===== src/rtl/alu8_pkg.sv =====
package alu8_pkg;

  localparam int FLAG_C = 0;
  localparam int FLAG_Z = 1;
  localparam int FLAG_N = 2;
  localparam int FLAG_V = 3;
  localparam int FLAG_S = 4;
  localparam int FLAG_H = 5;
  localparam int FLAG_COUNT = 6;

  typedef enum logic [4:0] {
    OP_ADD  = 5'd0,
    OP_ADC  = 5'd1,
    OP_SUB  = 5'd2,
    OP_SBC  = 5'd3,
    OP_AND  = 5'd4,
    OP_OR   = 5'd5,
    OP_XOR  = 5'd6,
    OP_COM  = 5'd7,
    OP_NEG  = 5'd8,
    OP_INC  = 5'd9,
    OP_DEC  = 5'd10,
    OP_LSL  = 5'd11,
    OP_LSR  = 5'd12,
    OP_ROL  = 5'd13,
    OP_ROR  = 5'd14,
    OP_ASR  = 5'd15,
    OP_SWAP = 5'd16
  } aluOp_e;

  typedef enum logic [2:0] {
    UNIT_ARITH,
    UNIT_LOGIC,
    UNIT_COM,
    UNIT_STEP,
    UNIT_SHIFT,
    UNIT_SWAP,
    UNIT_PASS
  } aluUnit_e;

  typedef enum logic [1:0] {
    LOG_AND,
    LOG_OR,
    LOG_XOR
  } logicFn_e;

  typedef enum logic [2:0] {
    SH_LSL,
    SH_LSR,
    SH_ROL,
    SH_ROR,
    SH_ASR
  } shiftFn_e;

  // Strobes from the control to the datapath and the status register.
  typedef struct packed {
    aluUnit_e unit;
    logic     subtract;
    logic     useCarry;
    logic     negate;
    logicFn_e logicFn;
    logic     stepDown;
    shiftFn_e shiftFn;
    logic     updC;
    logic     updZ;
    logic     updNV;
    logic     updH;
  } aluCtrl_t;

endpackage


===== src/rtl/alu8_ctrl.sv =====
module alu8_ctrl
  import alu8_pkg::*;
(
  input  logic [4:0] opSel,
  output aluCtrl_t   ctrl
);

  always_comb begin
    ctrl = '{unit: UNIT_PASS, subtract: 1'b0, useCarry: 1'b0, negate: 1'b0,
             logicFn: LOG_AND, stepDown: 1'b0, shiftFn: SH_LSL,
             updC: 1'b0, updZ: 1'b0, updNV: 1'b0, updH: 1'b0};
    case (opSel)
      OP_ADD, OP_ADC, OP_SUB, OP_SBC, OP_NEG: begin
        ctrl.unit     = UNIT_ARITH;
        ctrl.subtract = (opSel == OP_SUB) || (opSel == OP_SBC) || (opSel == OP_NEG);
        ctrl.useCarry = (opSel == OP_ADC) || (opSel == OP_SBC);
        ctrl.negate   = (opSel == OP_NEG);
        ctrl.updC  = 1'b1;
        ctrl.updZ  = 1'b1;
        ctrl.updNV = 1'b1;
        ctrl.updH  = 1'b1;
      end
      OP_AND, OP_OR, OP_XOR: begin
        ctrl.unit    = UNIT_LOGIC;
        ctrl.logicFn = (opSel == OP_AND) ? LOG_AND :
                       (opSel == OP_OR)  ? LOG_OR  : LOG_XOR;
        ctrl.updZ  = 1'b1;
        ctrl.updNV = 1'b1;
      end
      OP_COM: begin
        ctrl.unit  = UNIT_COM;
        ctrl.updC  = 1'b1;
        ctrl.updZ  = 1'b1;
        ctrl.updNV = 1'b1;
      end
      OP_INC, OP_DEC: begin
        ctrl.unit     = UNIT_STEP;
        ctrl.stepDown = (opSel == OP_DEC);
        ctrl.updZ  = 1'b1;
        ctrl.updNV = 1'b1;
      end
      OP_LSL, OP_LSR, OP_ROL, OP_ROR, OP_ASR: begin
        ctrl.unit = UNIT_SHIFT;
        case (opSel)
          OP_LSL:  ctrl.shiftFn = SH_LSL;
          OP_LSR:  ctrl.shiftFn = SH_LSR;
          OP_ROL:  ctrl.shiftFn = SH_ROL;
          OP_ROR:  ctrl.shiftFn = SH_ROR;
          default: ctrl.shiftFn = SH_ASR;
        endcase
        ctrl.updC  = 1'b1;
        ctrl.updZ  = 1'b1;
        ctrl.updNV = 1'b1;
      end
      OP_SWAP: ctrl.unit = UNIT_SWAP;
      default: ctrl.unit = UNIT_PASS;
    endcase
  end

endmodule


===== src/rtl/alu8_datapath.sv =====
module alu8_datapath
  import alu8_pkg::*;
#(
  parameter int DATA_W = 8
) (
  input  aluCtrl_t          ctrl,
  input  logic [DATA_W-1:0] opA,
  input  logic [DATA_W-1:0] opB,
  input  logic              carryIn,
  output logic [DATA_W-1:0] result,
  output logic              newC,
  output logic              newZ,
  output logic              newN,
  output logic              newV,
  output logic              newH
);

  localparam int MSB  = DATA_W - 1;
  localparam int HALF = DATA_W / 2;

  logic [DATA_W-1:0] arX, arY, arRes, stepRes, shRes;
  logic [DATA_W:0]   arWide;
  logic              arCin, arV, arH, stepV, shC;

  // Adder / subtractor shared by add, subtract and two's complement
  always_comb begin
    arX   = ctrl.negate ? '0 : opA;
    arY   = ctrl.negate ? opA : opB;
    arCin = ctrl.useCarry & carryIn;
    if (ctrl.subtract)
      arWide = {1'b0, arX} - {1'b0, arY} - {{DATA_W{1'b0}}, arCin};
    else
      arWide = {1'b0, arX} + {1'b0, arY} + {{DATA_W{1'b0}}, arCin};
    arRes = arWide[MSB:0];
    arH   = arX[HALF] ^ arY[HALF] ^ arRes[HALF];
    if (ctrl.subtract)
      arV = (arX[MSB] != arY[MSB]) && (arRes[MSB] != arX[MSB]);
    else
      arV = (arX[MSB] == arY[MSB]) && (arRes[MSB] != arX[MSB]);
  end

  // Increment / decrement
  always_comb begin
    stepRes = ctrl.stepDown ? opA - 1'b1 : opA + 1'b1;
    stepV   = (stepRes[MSB] != opA[MSB]) && (opA[MSB] == ctrl.stepDown);
  end

  // Shifts and rotates
  always_comb begin
    case (ctrl.shiftFn)
      SH_LSL:  begin shRes = {opA[MSB-1:0], 1'b0};     shC = opA[MSB]; end
      SH_ROL:  begin shRes = {opA[MSB-1:0], carryIn};  shC = opA[MSB]; end
      SH_LSR:  begin shRes = {1'b0, opA[MSB:1]};       shC = opA[0];   end
      SH_ROR:  begin shRes = {carryIn, opA[MSB:1]};    shC = opA[0];   end
      default: begin shRes = {opA[MSB], opA[MSB:1]};   shC = opA[0];   end
    endcase
  end

  always_comb begin
    newC = carryIn;
    newV = 1'b0;
    newH = arH;
    case (ctrl.unit)
      UNIT_ARITH: begin result = arRes; newC = arWide[DATA_W]; newV = arV; end
      UNIT_LOGIC: begin
        case (ctrl.logicFn)
          LOG_AND: result = opA & opB;
          LOG_OR:  result = opA | opB;
          default: result = opA ^ opB;
        endcase
      end
      UNIT_COM:   begin result = ~opA; newC = 1'b1; end
      UNIT_STEP:  begin result = stepRes; newV = stepV; end
      UNIT_SHIFT: begin result = shRes; newC = shC; newV = shRes[MSB] ^ shC; end
      UNIT_SWAP:  result = {opA[HALF-1:0], opA[MSB:HALF]};
      default:    result = opA;
    endcase
    newN = result[MSB];
    newZ = (result == '0);
  end

endmodule


===== src/rtl/alu8_core.sv =====
module alu8_core
  import alu8_pkg::*;
#(
  parameter int DATA_W = 8
) (
  input  logic                  clk,
  input  logic                  rstN,
  input  logic                  opValid,
  input  logic [4:0]            opSel,
  input  logic [DATA_W-1:0]     opA,
  input  logic [DATA_W-1:0]     opB,
  output logic [DATA_W-1:0]     result,
  output logic [FLAG_COUNT-1:0] status
);

  aluCtrl_t              ctrl;
  logic                  newC, newZ, newN, newV, newH;
  logic [FLAG_COUNT-1:0] statusQ, statusD;

  alu8_ctrl u_ctrl (
    .opSel (opSel),
    .ctrl  (ctrl)
  );

  alu8_datapath #(.DATA_W(DATA_W)) u_dp (
    .ctrl    (ctrl),
    .opA     (opA),
    .opB     (opB),
    .carryIn (statusQ[FLAG_C]),
    .result  (result),
    .newC    (newC),
    .newZ    (newZ),
    .newN    (newN),
    .newV    (newV),
    .newH    (newH)
  );

  always_comb begin
    statusD = statusQ;
    if (ctrl.updC)  statusD[FLAG_C] = newC;
    if (ctrl.updZ)  statusD[FLAG_Z] = newZ;
    if (ctrl.updH)  statusD[FLAG_H] = newH;
    if (ctrl.updNV) begin
      statusD[FLAG_N] = newN;
      statusD[FLAG_V] = newV;
      statusD[FLAG_S] = newN ^ newV;
    end
  end

  always_ff @(posedge clk) begin
    if (!rstN)        statusQ <= '0;
    else if (opValid) statusQ <= statusD;
  end

  assign status = statusQ;


  sign_rel_chk: assert property (@(posedge clk) disable iff (!rstN)
    statusQ[FLAG_S] == (statusQ[FLAG_N] ^ statusQ[FLAG_V]));


  logic_keeps_ch_chk: assert property (@(posedge clk) disable iff (!rstN)
    (opValid && (opSel == OP_AND || opSel == OP_OR || opSel == OP_XOR))
    |=> ($stable(statusQ[FLAG_C]) && $stable(statusQ[FLAG_H]) && !statusQ[FLAG_V]));


  com_sets_c_chk: assert property (@(posedge clk) disable iff (!rstN)
    (opValid && opSel == OP_COM) |=> (statusQ[FLAG_C] && !statusQ[FLAG_V]));


  step_keeps_c_chk: assert property (@(posedge clk) disable iff (!rstN)
    (opValid && (opSel == OP_INC || opSel == OP_DEC)) |=> $stable(statusQ[FLAG_C]));


  swap_hold_chk: assert property (@(posedge clk) disable iff (!rstN)
    (opValid && opSel == OP_SWAP) |=> $stable(statusQ));


  unassigned_hold_chk: assert property (@(posedge clk) disable iff (!rstN)
    (opValid && opSel > OP_SWAP) |=> $stable(statusQ));


  idle_hold_chk: assert property (@(posedge clk) disable iff (!rstN)
    !opValid |=> $stable(statusQ));

endmodule


===== config.mk =====
export PLATFORM = sky130hd
export DESIGN_NAME = alu8_core
export DESIGN_NICKNAME = d
export VERILOG_FILES = /design/src/rtl/alu8_pkg.sv /design/src/rtl/alu8_ctrl.sv /design/src/rtl/alu8_datapath.sv /design/src/rtl/alu8_core.sv
export SDC_FILE = /design/constraint.sdc
export NUM_CORES = 1
export LEC_CHECK = 0
export CORE_MARGIN = 2
export CORE_UTILIZATION = 46
export CTS_CLUSTER_DIAMETER = 60
export CTS_CLUSTER_SIZE = 25
export DETAILED_ROUTE_END_ITERATION = 12
export PLACE_DENSITY = 0.65
export REMOVE_ABC_BUFFERS = 1
export SLEW_MARGIN = 30
export SYNTH_ARGS = -nofsm -noshare
export SYNTH_HDL_FRONTEND = slang
export SYNTH_SLANG_ARGS = --single-unit

===== constraint.sdc =====
create_clock -name clk -period 6.05 [get_ports clk]
set_clock_uncertainty 0.15 [all_clocks]
set_input_delay 0.9075 -clock clk [delete_from_list [all_inputs] [get_ports clk]]
set_output_delay 0.9075 -clock clk [all_outputs]
set_load 0.01 [all_outputs]

# Word-level counts from Yosys, hierarchy flattened
# Index checks and enable logic that the tools add are counted.
dict set report op_classes {
  addsub 6
  eq_ne 30
  muxes 22
  bitwise 9
  reduce_logical 23
}
# operator count
set op_table {}
lappend op_table {{$pmux 8 s6} 1}
lappend op_table {{$eq 5x4->1 const B} 8}
lappend op_table {{$pmux 8 s4} 1}
lappend op_table {{$mux 8} 3}
lappend op_table {{$eq 5x3->1 const B} 4}
lappend op_table {{$pmux 3 s6} 1}
lappend op_table {{$pmux 8 s2} 1}
lappend op_table {{$reduce_or 16->1} 1}
lappend op_table {{$eq 3x2->1 const B} 4}
lappend op_table {{$pmux 3 s4} 1}
lappend op_table {{$reduce_or 11->1} 1}
lappend op_table {{$eq 5x2->1 const B} 2}
lappend op_table {{$reduce_or 5->1} 2}
lappend op_table {{$add 8x8->9} 1}
lappend op_table {{$add 9x1->9} 1}
lappend op_table {{$mux 9} 1}
lappend op_table {{$sub 8x8->9} 1}
lappend op_table {{$sub 9x1->9} 1}
lappend op_table {{$add 8x1->8 const B} 1}
lappend op_table {{$and 8x8->8} 1}
lappend op_table {{$logic_not 8->1} 1}
lappend op_table {{$mux 2} 4}
lappend op_table {{$not 8->8} 1}
lappend op_table {{$or 8x8->8} 1}
lappend op_table {{other kinds (24)} 46}
dict set report totals {
  ff_bits 6
  inputBits 24
  output_inout_bits 14
  elab_cells 94
}

# Depth between registers and ports, before layout
# Gate-level depths: netlist of the first run.
dict set report depth {
  depth_word 13
  mapped_depth 17
  depth_no_buf 16
}

# By module
# From an unflattened synthesis of the first run, not the netlist that was laid out.
dict set report hier_totals {
  cells_unflattened 412
  area_unflattened_um2 2894.0
}
# mod instances cells_per_inst area_per_inst_um2 seq_area_each_um2
set by_module_without_submodules {}
lappend by_module_without_submodules {alu8_datapath 1 345 2371.0 0.0}
lappend by_module_without_submodules {alu8_core 1 26 267.8 120.1}
lappend by_module_without_submodules {alu8_ctrl 1 41 255.2 0.0}

# Least setup slack after synthesis of the first run
# No wires, ideal clock.
dict set report synth_path {
  path_type {input port to output port}
  startpoint {input opSel[4]}
  endpoint {output result[4]}
  arrival_ps 3824
  t_required_ps 4992
  slack_ps 1169
  cell_stages 11
  path_buffers 2
  cell_sequence {buf_4 or2_1 clkbuf_2 or3_1 fa_1 fa_1 o21a_1 or3_1 a21oi_1 a311oi_1 o32a_1}
}
dict set report synth_between {
  elab_chain_cells 8
  elab_cells_between_ends 56
  classes_between {add/sub (4); eq/ne (25); mux (15); bitwise (1); reduce/logical (11)}
}
# item line_no
set synth_lines {}
lappend synth_lines {{start: declaration} alu8_core.sv:9} ;# input logic [4:0] opSel,
lappend synth_lines {{$eq 5x1->1 (tied with other cells)} {alu8_ctrl.sv:12, alu8_ctrl.sv:16}}
lappend synth_lines {{$reduce_or 5->1} n/a}
lappend synth_lines {{$mux 3} alu8_ctrl.sv:12} ;# case (opSel)
lappend synth_lines {{$mux 8, on equally long branches} {alu8_datapath.sv:27, alu8_datapath.sv:28}}
lappend synth_lines {{$add 8x8->9 / $sub 8x8->9 (equally long branches)} {alu8_datapath.sv:33, alu8_datapath.sv:31}}
lappend synth_lines {{$add 9x1->9 / $sub 9x1->9 (equally long branches)} {alu8_datapath.sv:33, alu8_datapath.sv:31}}
lappend synth_lines {{$mux 9} alu8_datapath.sv:30} ;# if (ctrl.subtract)
lappend synth_lines {{$pmux 8 s6 *} alu8_datapath.sv:63} ;# case (ctrl.unit)
lappend synth_lines {{end: declaration} alu8_core.sv:12} ;# output logic [DATA_W-1:0] result,
# Mark *: on every way between the ends. The rest lies on a longest branch, timed or not.

# Worst setup path after layout of the first run
dict set report layout_path {
  startpoint {input opSel[3]}
  endpoint {output result[4]}
}
# Same word-level chain as after synthesis.

==> parameters.txt, run 1 <==
Parameter                              Value

Run status
  Run status ... finished clean

Worst setup path
  Worst path buffer plus inverter count ... 3
  Arrival @ worst endpoint ... 4.86 ns
  Critical Path Source Type ... input port
  Max Fanout on Critical Path ... 5
  Kind of cell adding the most delay to the critical path ... buffers and inverters
  Cell occurring most often along the worst timing path ... sky130_fd_sc_hd__clkdlybuf4s50_1
  Critical path class ... input port to output pin
  Crit path cell chain ... clkdlybuf4s50_1, or3b_4, nor2_8, a21boi_0, buf_4, fa_1, fa_2, o21a_1, or3_1, a21oi_1, a311oi_1, o32a_1, clkdlybuf4s50_1
  Setup crit end kind ... output pin
  Slowest cell on the critical path ... sky130_fd_sc_hd__clkdlybuf4s50_1
  Worst path required time ... 4.99 ns
  Biggest cell delay along the critical path ... 0.51 ns

Pwr
  Cell-internal power ... 0.2361 mW
  Leakage ... 1.618 nW
  Power density normalized to cell area ... 123.7 nW/um^2
  IR Drop Worst-Case VDD ... 0.0001862 V
  Switching share of total power ... 46.23%
  Total power consumption of the routed design ... 0.4391 mW
  Share of total power in the clock network ... 13.8%
  Combinational fraction of design power ... 76.4%
  Sequential fraction of design power ... 9.8%
  Power spent charging and discharging nets ... 0.2030 mW

Logic synthesis
  Cell types occupying the most area after synthesis ... sky130_fd_sc_hd__ha_1 18%, sky130_fd_sc_hd__inv_1 6.0%, sky130_fd_sc_hd__a21oi_1 5.1%
  Avg Cell Area, Syn ... 7.273 sq um
  Library cell with the largest summed area after synthesis ... sky130_fd_sc_hd__ha_1
  Netlist area before placement ... 2953 sq um
  Proportion of synthesized chip area in sequential cells ... 4.068%
  Number of unique standard cell types used by synthesis ... 76
  Cell count after synthesis ... 406
  Number of synthesized flops with an enable pin ... 0
  Fraction of synthesis flops using an asynchronous set or reset pin ... 0%
  Commonest register cell after synthesis ... sky130_fd_sc_hd__dfxtp_1
  Post-synthesis sequential element count ... 6
  Number of warnings reported in the yosys synthesis log ... 0
  Fraction of post-synthesis cell area in the top cell type by area ... 17.80%

STA
  Highest Clock Rate ... 168.9 MHz
  Worst slew margin relative to its limit ... 59.85%
  Setup violators final ... 0
  Transition time at the pin with the least slew margin ... 0.5977 ns
  Setup repair after global routing missed its margin ... false
  Fin. max-slew vios ... 0
  Minimum clock period after layout ... 5.919 ns
  Fraction of the cycle the final worst path needs ... 97.84%
  Final number of hold-violating endpoints ... 0
  Setup TNS ... 0 ns

Clocking
  Number of gates given a new drive strength after cts ... 0
  Buffer cell driving the clock tree root ... sky130_fd_sc_hd__clkbuf_8
  H-tree levels ... 1
  Number of setup buffers added after CTS ... 0
  Maximum root-to-sink buffer count ... 2
  Hold-fix buffers, CTS ... 0
  TritonCTS clock tree ... built
  Clk sinks ... 6
  TritonCTS buffer count ... 3
  Register clock-pin slew on the reported worst setup and hold paths ... 0.04 ns
  Later-pin clock latency in the skew report ... 0.22 ns

Floorplanning
  Initial Utilization ... 47.04%
  Floorplan die height ... 84.12 um
  Standard-cell row count ... 29
  Die X ... 84.12 um
  Die Outline Area ... 7076 sq um
  Core box area ... 6277 sq um
  I/O Pins ... 38

Cells and area
  Net count reported at finish ... 525
  Layout cell share with drive strength beyond 1 ... 11.95%
  Antenna diode instance count ... 0
  Final core utilization ... 56.55%
  Flip-flop count of the largest register, all copies and words added ... 6
  Area taken by multi-input logic gates ... 2539 sq um
  Syn-to-layout area delta ... 20.21%
  Fillcell total ... 618
  Area taken by flip-flops and latches ... 120.1 sq um

Hold path
  Worst min-delay path category ... flip-flop to flip-flop

Global route
  Maximum number of pins on one net before global-route repair ... 22
  Initial antenna violation count ... 0
  GRT Total Usage ... 27.25%
  Vias in the first global route ... 3050
  Remaining global-route overflow ... 0
  First-pass GRT wire length ... 15640 um

Routing
  First DRT Iteration DRCs ... 236
  Antenna Violating Nets Remaining ... 0
  DRC violations left ... 0
  Routed len/inst ... 18.31 um
  Overall via count from detail_route ... 3237
  Total Wirelength ... 9684 um
  Ratio of routed vias to standard cells ... 6.119
  Number of detailed-route iterations in the first pass ... 5

Place
  Port Buf Inserts ... 37
  Placed wire-length estimate after detailed placement ... 7799 um
  Routability-driven placement congestion ratio ... 0.9977

Flow run
  Max-cap check violation count ... 0
## metal layers
metal | vias up | track usage [%] | share of wire, %
li1 | 1577 | - | -
met1 | 1518 | 38.16 | 45
met2 | 132 | 45.60 | 47
met3 | 10 | 2.868 | 6.2
met4 | 0 | 4.985 | 0.95
met5 | - | 0 | 0
## synthesized netlist by cell type, types with 8 or more instances
master and instances:
sky130_fd_sc_hd__inv_1 47, sky130_fd_sc_hd__nand2_1 28, sky130_fd_sc_hd__o22ai_1 8, sky130_fd_sc_hd__xor2_1 9, sky130_fd_sc_hd__ha_1 42, sky130_fd_sc_hd__nand3_1 10
sky130_fd_sc_hd__o21ai_0 27, sky130_fd_sc_hd__mux2i_1 11, sky130_fd_sc_hd__nor3_1 8, sky130_fd_sc_hd__a21oi_1 30, sky130_fd_sc_hd__nor2_1 22
## power groups by stage
| stage | Sequential (mW) | Clock, mW | Combinational (mW) |
|---|---|---|---|
| final | 0.0431 | 0.0606 | 0.335 |
| after CTS | 0.0431 | 0.0611 | 0.329 |
| after global placement | 0.0436 | 0 | 0.323 |
| after global routing | 0.0435 | 0.0643 | 0.364 |
| after floorplan | 0.0445 | 0 | 0.197 |
| after detailed placement | 0.0437 | 0 | 0.328 |
## worst reg2reg max path, delay by kind of cell (launching register included)
family / cells / cell delay [ns]
AOI/OAI and AO/OA: 5 / 1.14
adders and majority gates: 2 / 0.85
DFF: 1 / 0.42
and+or+nand+nor: 5 / 1.14
## final timing paths
path | slack, ns | cells after the start | end | from
worst max-delay path | 0.13 | 13 | result[4] | opSel[3]
worst min-delay path | 0.33 | 2 | status[1]$_SDFFE_PN0P_ | status[1]$_SDFFE_PN0P_
worst max register to register | 2.25 | 12 | status[1]$_SDFFE_PN0P_ | status[0]$_SDFFE_PN0P_
worst min register to register | 0.33 | 2 | status[1]$_SDFFE_PN0P_ | status[1]$_SDFFE_PN0P_
## cell families after synthesis
logic type	Yosys count	share of synthesized area [%]
AO/OA/AOI/OAI	131	30.64
AND/OR/NAND/NOR	123	23.90
buffers and inverters	69	10.21
adder cells (fa/ha/maj)	47	21.19
XOR/XNOR	17	5.509
multiplexers	13	4.492
flip-flops	6	4.068
## stage by stage
stage / instances / cell area (sq um) / hold WS, ns / setup slack, ns
4_1_cts: 529 / 3542 / 0.3321 / 0.07238
3_5_place_dp: 526 / 3501 / 0.3245 / 0.08431
2_1_floorplan: 385 / 2831 / 0.3426 / 1.312
5_1_grt: 529 / 3550 / 0.3773 / 0.004180
3_3_place_gp: 526 / 3501 / 0.3203 / 0.1800
6_report: 529 / 3550 / 0.3284 / 0.1307
## placed cells by master, fill, tap and decap left out, types with 10 or more instances in the layout
cell and instances:
sky130_fd_sc_hd__a21oi_1 30, sky130_fd_sc_hd__buf_4 27, sky130_fd_sc_hd__clkdlybuf4s50_1 37, sky130_fd_sc_hd__ha_1 42, sky130_fd_sc_hd__inv_1 47, sky130_fd_sc_hd__mux2i_1 11
sky130_fd_sc_hd__nand2_1 28, sky130_fd_sc_hd__nand3_1 10, sky130_fd_sc_hd__nor2_1 22, sky130_fd_sc_hd__o21ai_0 27
## area by class of cell
cell class	instances	area share, %
tap	77	2.714
timing repair buffer	64	16.14
sequential	6	3.384
inverter	48	5.076
multi-input combinational	331	71.52
clock buffer	3	1.163
(Power assumes the default switching activity.)
==> inputs of run 2 (changes only) <==
ABC_AREA = 1   (was not set)
CORE_ASPECT_RATIO = 1.25   (was not set)
==> parameters.txt, run 2 <==
Parameter                              Value

Run status
  Run status ... finished clean

Worst setup path
  Slowest cell on the critical path ... sky130_fd_sc_hd__clkdlybuf4s50_1
  Arrival @ worst endpoint ... 4.70 ns
  Worst path buffer plus inverter count ... 5
  Worst path required time ... 4.99 ns
  Depth of the most critical reg-to-reg path ... 18
  Biggest cell delay along the critical path ... 0.58 ns
  Max Fanout on Critical Path ... 19
  Cell occurring most often along the worst timing path ... sky130_fd_sc_hd__nand2_1
  Critical Path Source Type ... input port
  Critical path class ... input port to output pin
  Kind of cell adding the most delay to the critical path ... buffers and inverters
  Setup crit end kind ... output pin
  Crit path cell chain ... clkdlybuf4s50_1, nor2_2, nand3_4, o21ai_1, inv_1, fa_1, inv_1, fa_1, inv_1, nand4_1, nand3_1, nand2_1, nand3_1, nand2_1, nand2_1, nand2_1, nor2_1, a21oi_1, clkdlybuf4s50_1
  Number of cells on the critical path ... 19

Logic synthesis
  Commonest cells in the synthesized netlist ... 152 x sky130_fd_sc_hd__nand2_1, 83 x sky130_fd_sc_hd__inv_1, 51 x sky130_fd_sc_hd__nand3_1
  Proportion of synthesized chip area in sequential cells ... 3.763%
  Number of warnings reported in the yosys synthesis log ... 0
  Library cell with the largest summed area after synthesis ... sky130_fd_sc_hd__nand2_1
  Most repeated cell in the gate-level netlist after synthesis ... sky130_fd_sc_hd__nand2_1
  Number of synthesized flops with an enable pin ... 0
  Avg Cell Area, Syn ... 5.772 sq um
  Fraction of post-synthesis cell area in the top cell type by area ... 17.88%
  Number of unique standard cell types used by synthesis ... 40
  Fraction of synthesis flops using an asynchronous set or reset pin ... 0%
  Commonest register cell after synthesis ... sky130_fd_sc_hd__dfxtp_1
  Post-synthesis sequential element count ... 6
  Netlist area before placement ... 3192 sq um
  Cell types occupying the most area after synthesis ... sky130_fd_sc_hd__nand2_1 18%, sky130_fd_sc_hd__ha_1 16%, sky130_fd_sc_hd__inv_1 9.8%
  Cell count after synthesis ... 553

Routing
  Overall via count from detail_route ... 3740
  Antenna Violating Nets Remaining ... 0
  First DRT Iteration DRCs ... 205
  Number of detailed-route iterations in the first pass ... 5
  DRC violations left ... 0
  Total Wirelength ... 10250 um
  Routed len/inst ... 15.18 um
  Ratio of routed vias to standard cells ... 5.541

STA
  Setup TNS ... 0 ns
  Fraction of the cycle the final worst path needs ... 95.22%
  Highest Clock Rate ... 173.6 MHz
  Minimum clock period after layout ... 5.761 ns
  Worst slew margin relative to its limit ... 53.01%
  Transition time at the pin with the least slew margin ... 0.7010 ns
  Setup repair after global routing missed its margin ... false
  Final number of hold-violating endpoints ... 0
  Fin. max-slew vios ... 0
  Setup violators final ... 0

Floorplanning
  I/O Pins ... 38
  Die Outline Area ... 7625 sq um
  Standard-cell row count ... 33
  Die X ... 78.51 um
  Initial Utilization ... 48.01%
  Floorplan die height ... 97.13 um
  Core box area ... 6648 sq um

Global route
  GRT Total Usage ... 27.81%
  First-pass GRT wire length ... 17230 um
  Vias in the first global route ... 3576
  Remaining global-route overflow ... 0
  Initial antenna violation count ... 0
  Maximum number of pins on one net before global-route repair ... 20

Clocking
  Clk sinks ... 6
  H-tree levels ... 1
  TritonCTS clock tree ... built
  Hold-fix buffers, CTS ... 0
  Later-pin clock latency in the skew report ... 0.22 ns
  TritonCTS buffer count ... 3
  Maximum root-to-sink buffer count ... 2
  Buffer cell driving the clock tree root ... sky130_fd_sc_hd__clkbuf_8
  Register clock-pin slew on the reported worst setup and hold paths ... 0.04 ns

Pwr
  Total power consumption of the routed design ... 0.4490 mW
  Share of total power in the clock network ... 13.4%
  Cell-internal power ... 0.2173 mW
  Leakage ... 1.980 nW
  Power density normalized to cell area ... 121.8 nW/um^2
  Sequential fraction of design power ... 9.8%
  Combinational fraction of design power ... 76.8%
  Power spent charging and discharging nets ... 0.2318 mW
  IR Drop Worst-Case VDD ... 0.00008108 V
  Switching share of total power ... 51.62%

Place
  Routability-driven placement congestion ratio ... 0.9703
  Port Buf Inserts ... 37
  Total placed cells including tap cells ... 670
  Placed wire-length estimate after detailed placement ... 8297 um

Flow run
  Max-cap check violation count ... 0

Hold path
  Worst min-delay path category ... flip-flop to flip-flop
  Hold Path Stages ... 2

Cells and area
  Flip-flop count of the largest register, all copies and words added ... 6
  Antenna diode instance count ... 0
  Fillcell total ... 689
  Post-layout instance count excluding filler cells ... 675
  Commonest cells after routing, fill and taps aside ... 152 x sky130_fd_sc_hd__nand2_1, 83 x sky130_fd_sc_hd__inv_1, 51 x sky130_fd_sc_hd__nand3_1, 48 x sky130_fd_sc_hd__nor2_1, 42 x sky130_fd_sc_hd__ha_1
  Syn-to-layout area delta ... 15.48%
  Most frequent standard cell in the layout excluding fill and tap cells ... sky130_fd_sc_hd__nand2_1
  Layout cell share with drive strength beyond 1 ... 9.524%
  Net count reported at finish ... 661
[run 2: final timing paths]
check                                       startpoint  slack (ns)                endpoint
worst min register to register  status[2]$_SDFFE_PN0P_        0.32  status[2]$_SDFFE_PN0P_
worst min-delay path            status[2]$_SDFFE_PN0P_        0.32  status[2]$_SDFFE_PN0P_
worst max-delay path                          opSel[1]        0.29               result[6]
worst max register to register  status[0]$_SDFFE_PN0P_        2.66  status[1]$_SDFFE_PN0P_
[run 2: timing repair]
item                                    in CTS  in global routing
gates resized for setup                      0                  5
buffers inserted                             0                  2
endpoints found under the setup margin       0                  2
[run 2: cell families after synthesis]
kind of cell / count (synthesis) / synth area share [%]
adder cells (fa/ha/maj): 47 / 19.60
flip-flops: 6 / 3.763
XOR/XNOR: 9 / 2.470
buffers and inverters: 104 / 13.52
AO/OA/AOI/OAI: 73 / 13.13
AND/OR/NAND/NOR: 314 / 47.51
[run 2: worst register-to-register path: stages (launching register included)]
cell and delay [ns]:
sky130_fd_sc_hd__dfxtp_1 0.41, sky130_fd_sc_hd__inv_1 0.06, sky130_fd_sc_hd__nor3_1 0.39, sky130_fd_sc_hd__inv_1 0.11, sky130_fd_sc_hd__fa_1 0.43, sky130_fd_sc_hd__fa_1 0.47, sky130_fd_sc_hd__nand3_1 0.13, sky130_fd_sc_hd__nand3_1 0.08
sky130_fd_sc_hd__nand3_1 0.10, sky130_fd_sc_hd__nand2_1 0.12, sky130_fd_sc_hd__nand3_1 0.10, sky130_fd_sc_hd__nand2_1 0.05, sky130_fd_sc_hd__nor2_1 0.09, sky130_fd_sc_hd__nand2_1 0.06, sky130_fd_sc_hd__nand2_1 0.08, sky130_fd_sc_hd__nand3_1 0.12
sky130_fd_sc_hd__nor2_1 0.17, sky130_fd_sc_hd__nand3_1 0.11, sky130_fd_sc_hd__a21oi_2 0.12
[run 2: cell type report]
class                           count  area (sq um)  area share (%)
Clock buffer                        3         41.29           1.120
Multi-Input combinational cell    443          2644           71.72
Tap cell                           87         108.9           2.953
Sequential cell                     6         120.1           3.259
Timing Repair Buffer               43         420.4           11.41
Inverter                           93         351.6           9.538
[run 2: layer usage]
metal | vias up | wire length [um] | track usage [%]
li1 | 1874 | - | -
met1 | 1706 | 4382 | 34.98
met2 | 125 | 4984 | 47.67
met3 | 35 | 426 | 2.045
met4 | 0 | 454 | 12.69
met5 | - | 0 | 0
[run 2: power groups by stage]
stage	clock (mW)	sequential (mW)	combinational [mW]
global placement	0	0.0444	0.336
global route	0.0641	0.0442	0.386
floorplan	0	0.0452	0.223
detailed placement	0	0.0444	0.338
finish	0.0601	0.0439	0.345
CTS	0.0614	0.0439	0.340
[run 2: metrics by stage]
stage | hold slack [ns] | cell area [sq um] | setup WS [ns] | utilization, %
final | 0.3240 | 3686 | 0.2889 | 55.45
after global routing | 0.3438 | 3686 | 0.003971 | 55.45
after CTS | 0.3269 | 3662 | 0.1621 | 55.09
after detailed placement | 0.3178 | 3621 | 0.1719 | 54.47
after global placement | 0.3062 | 3621 | 0.2029 | 54.47
after floorplan | 0.3398 | 3112 | 1.794 | -
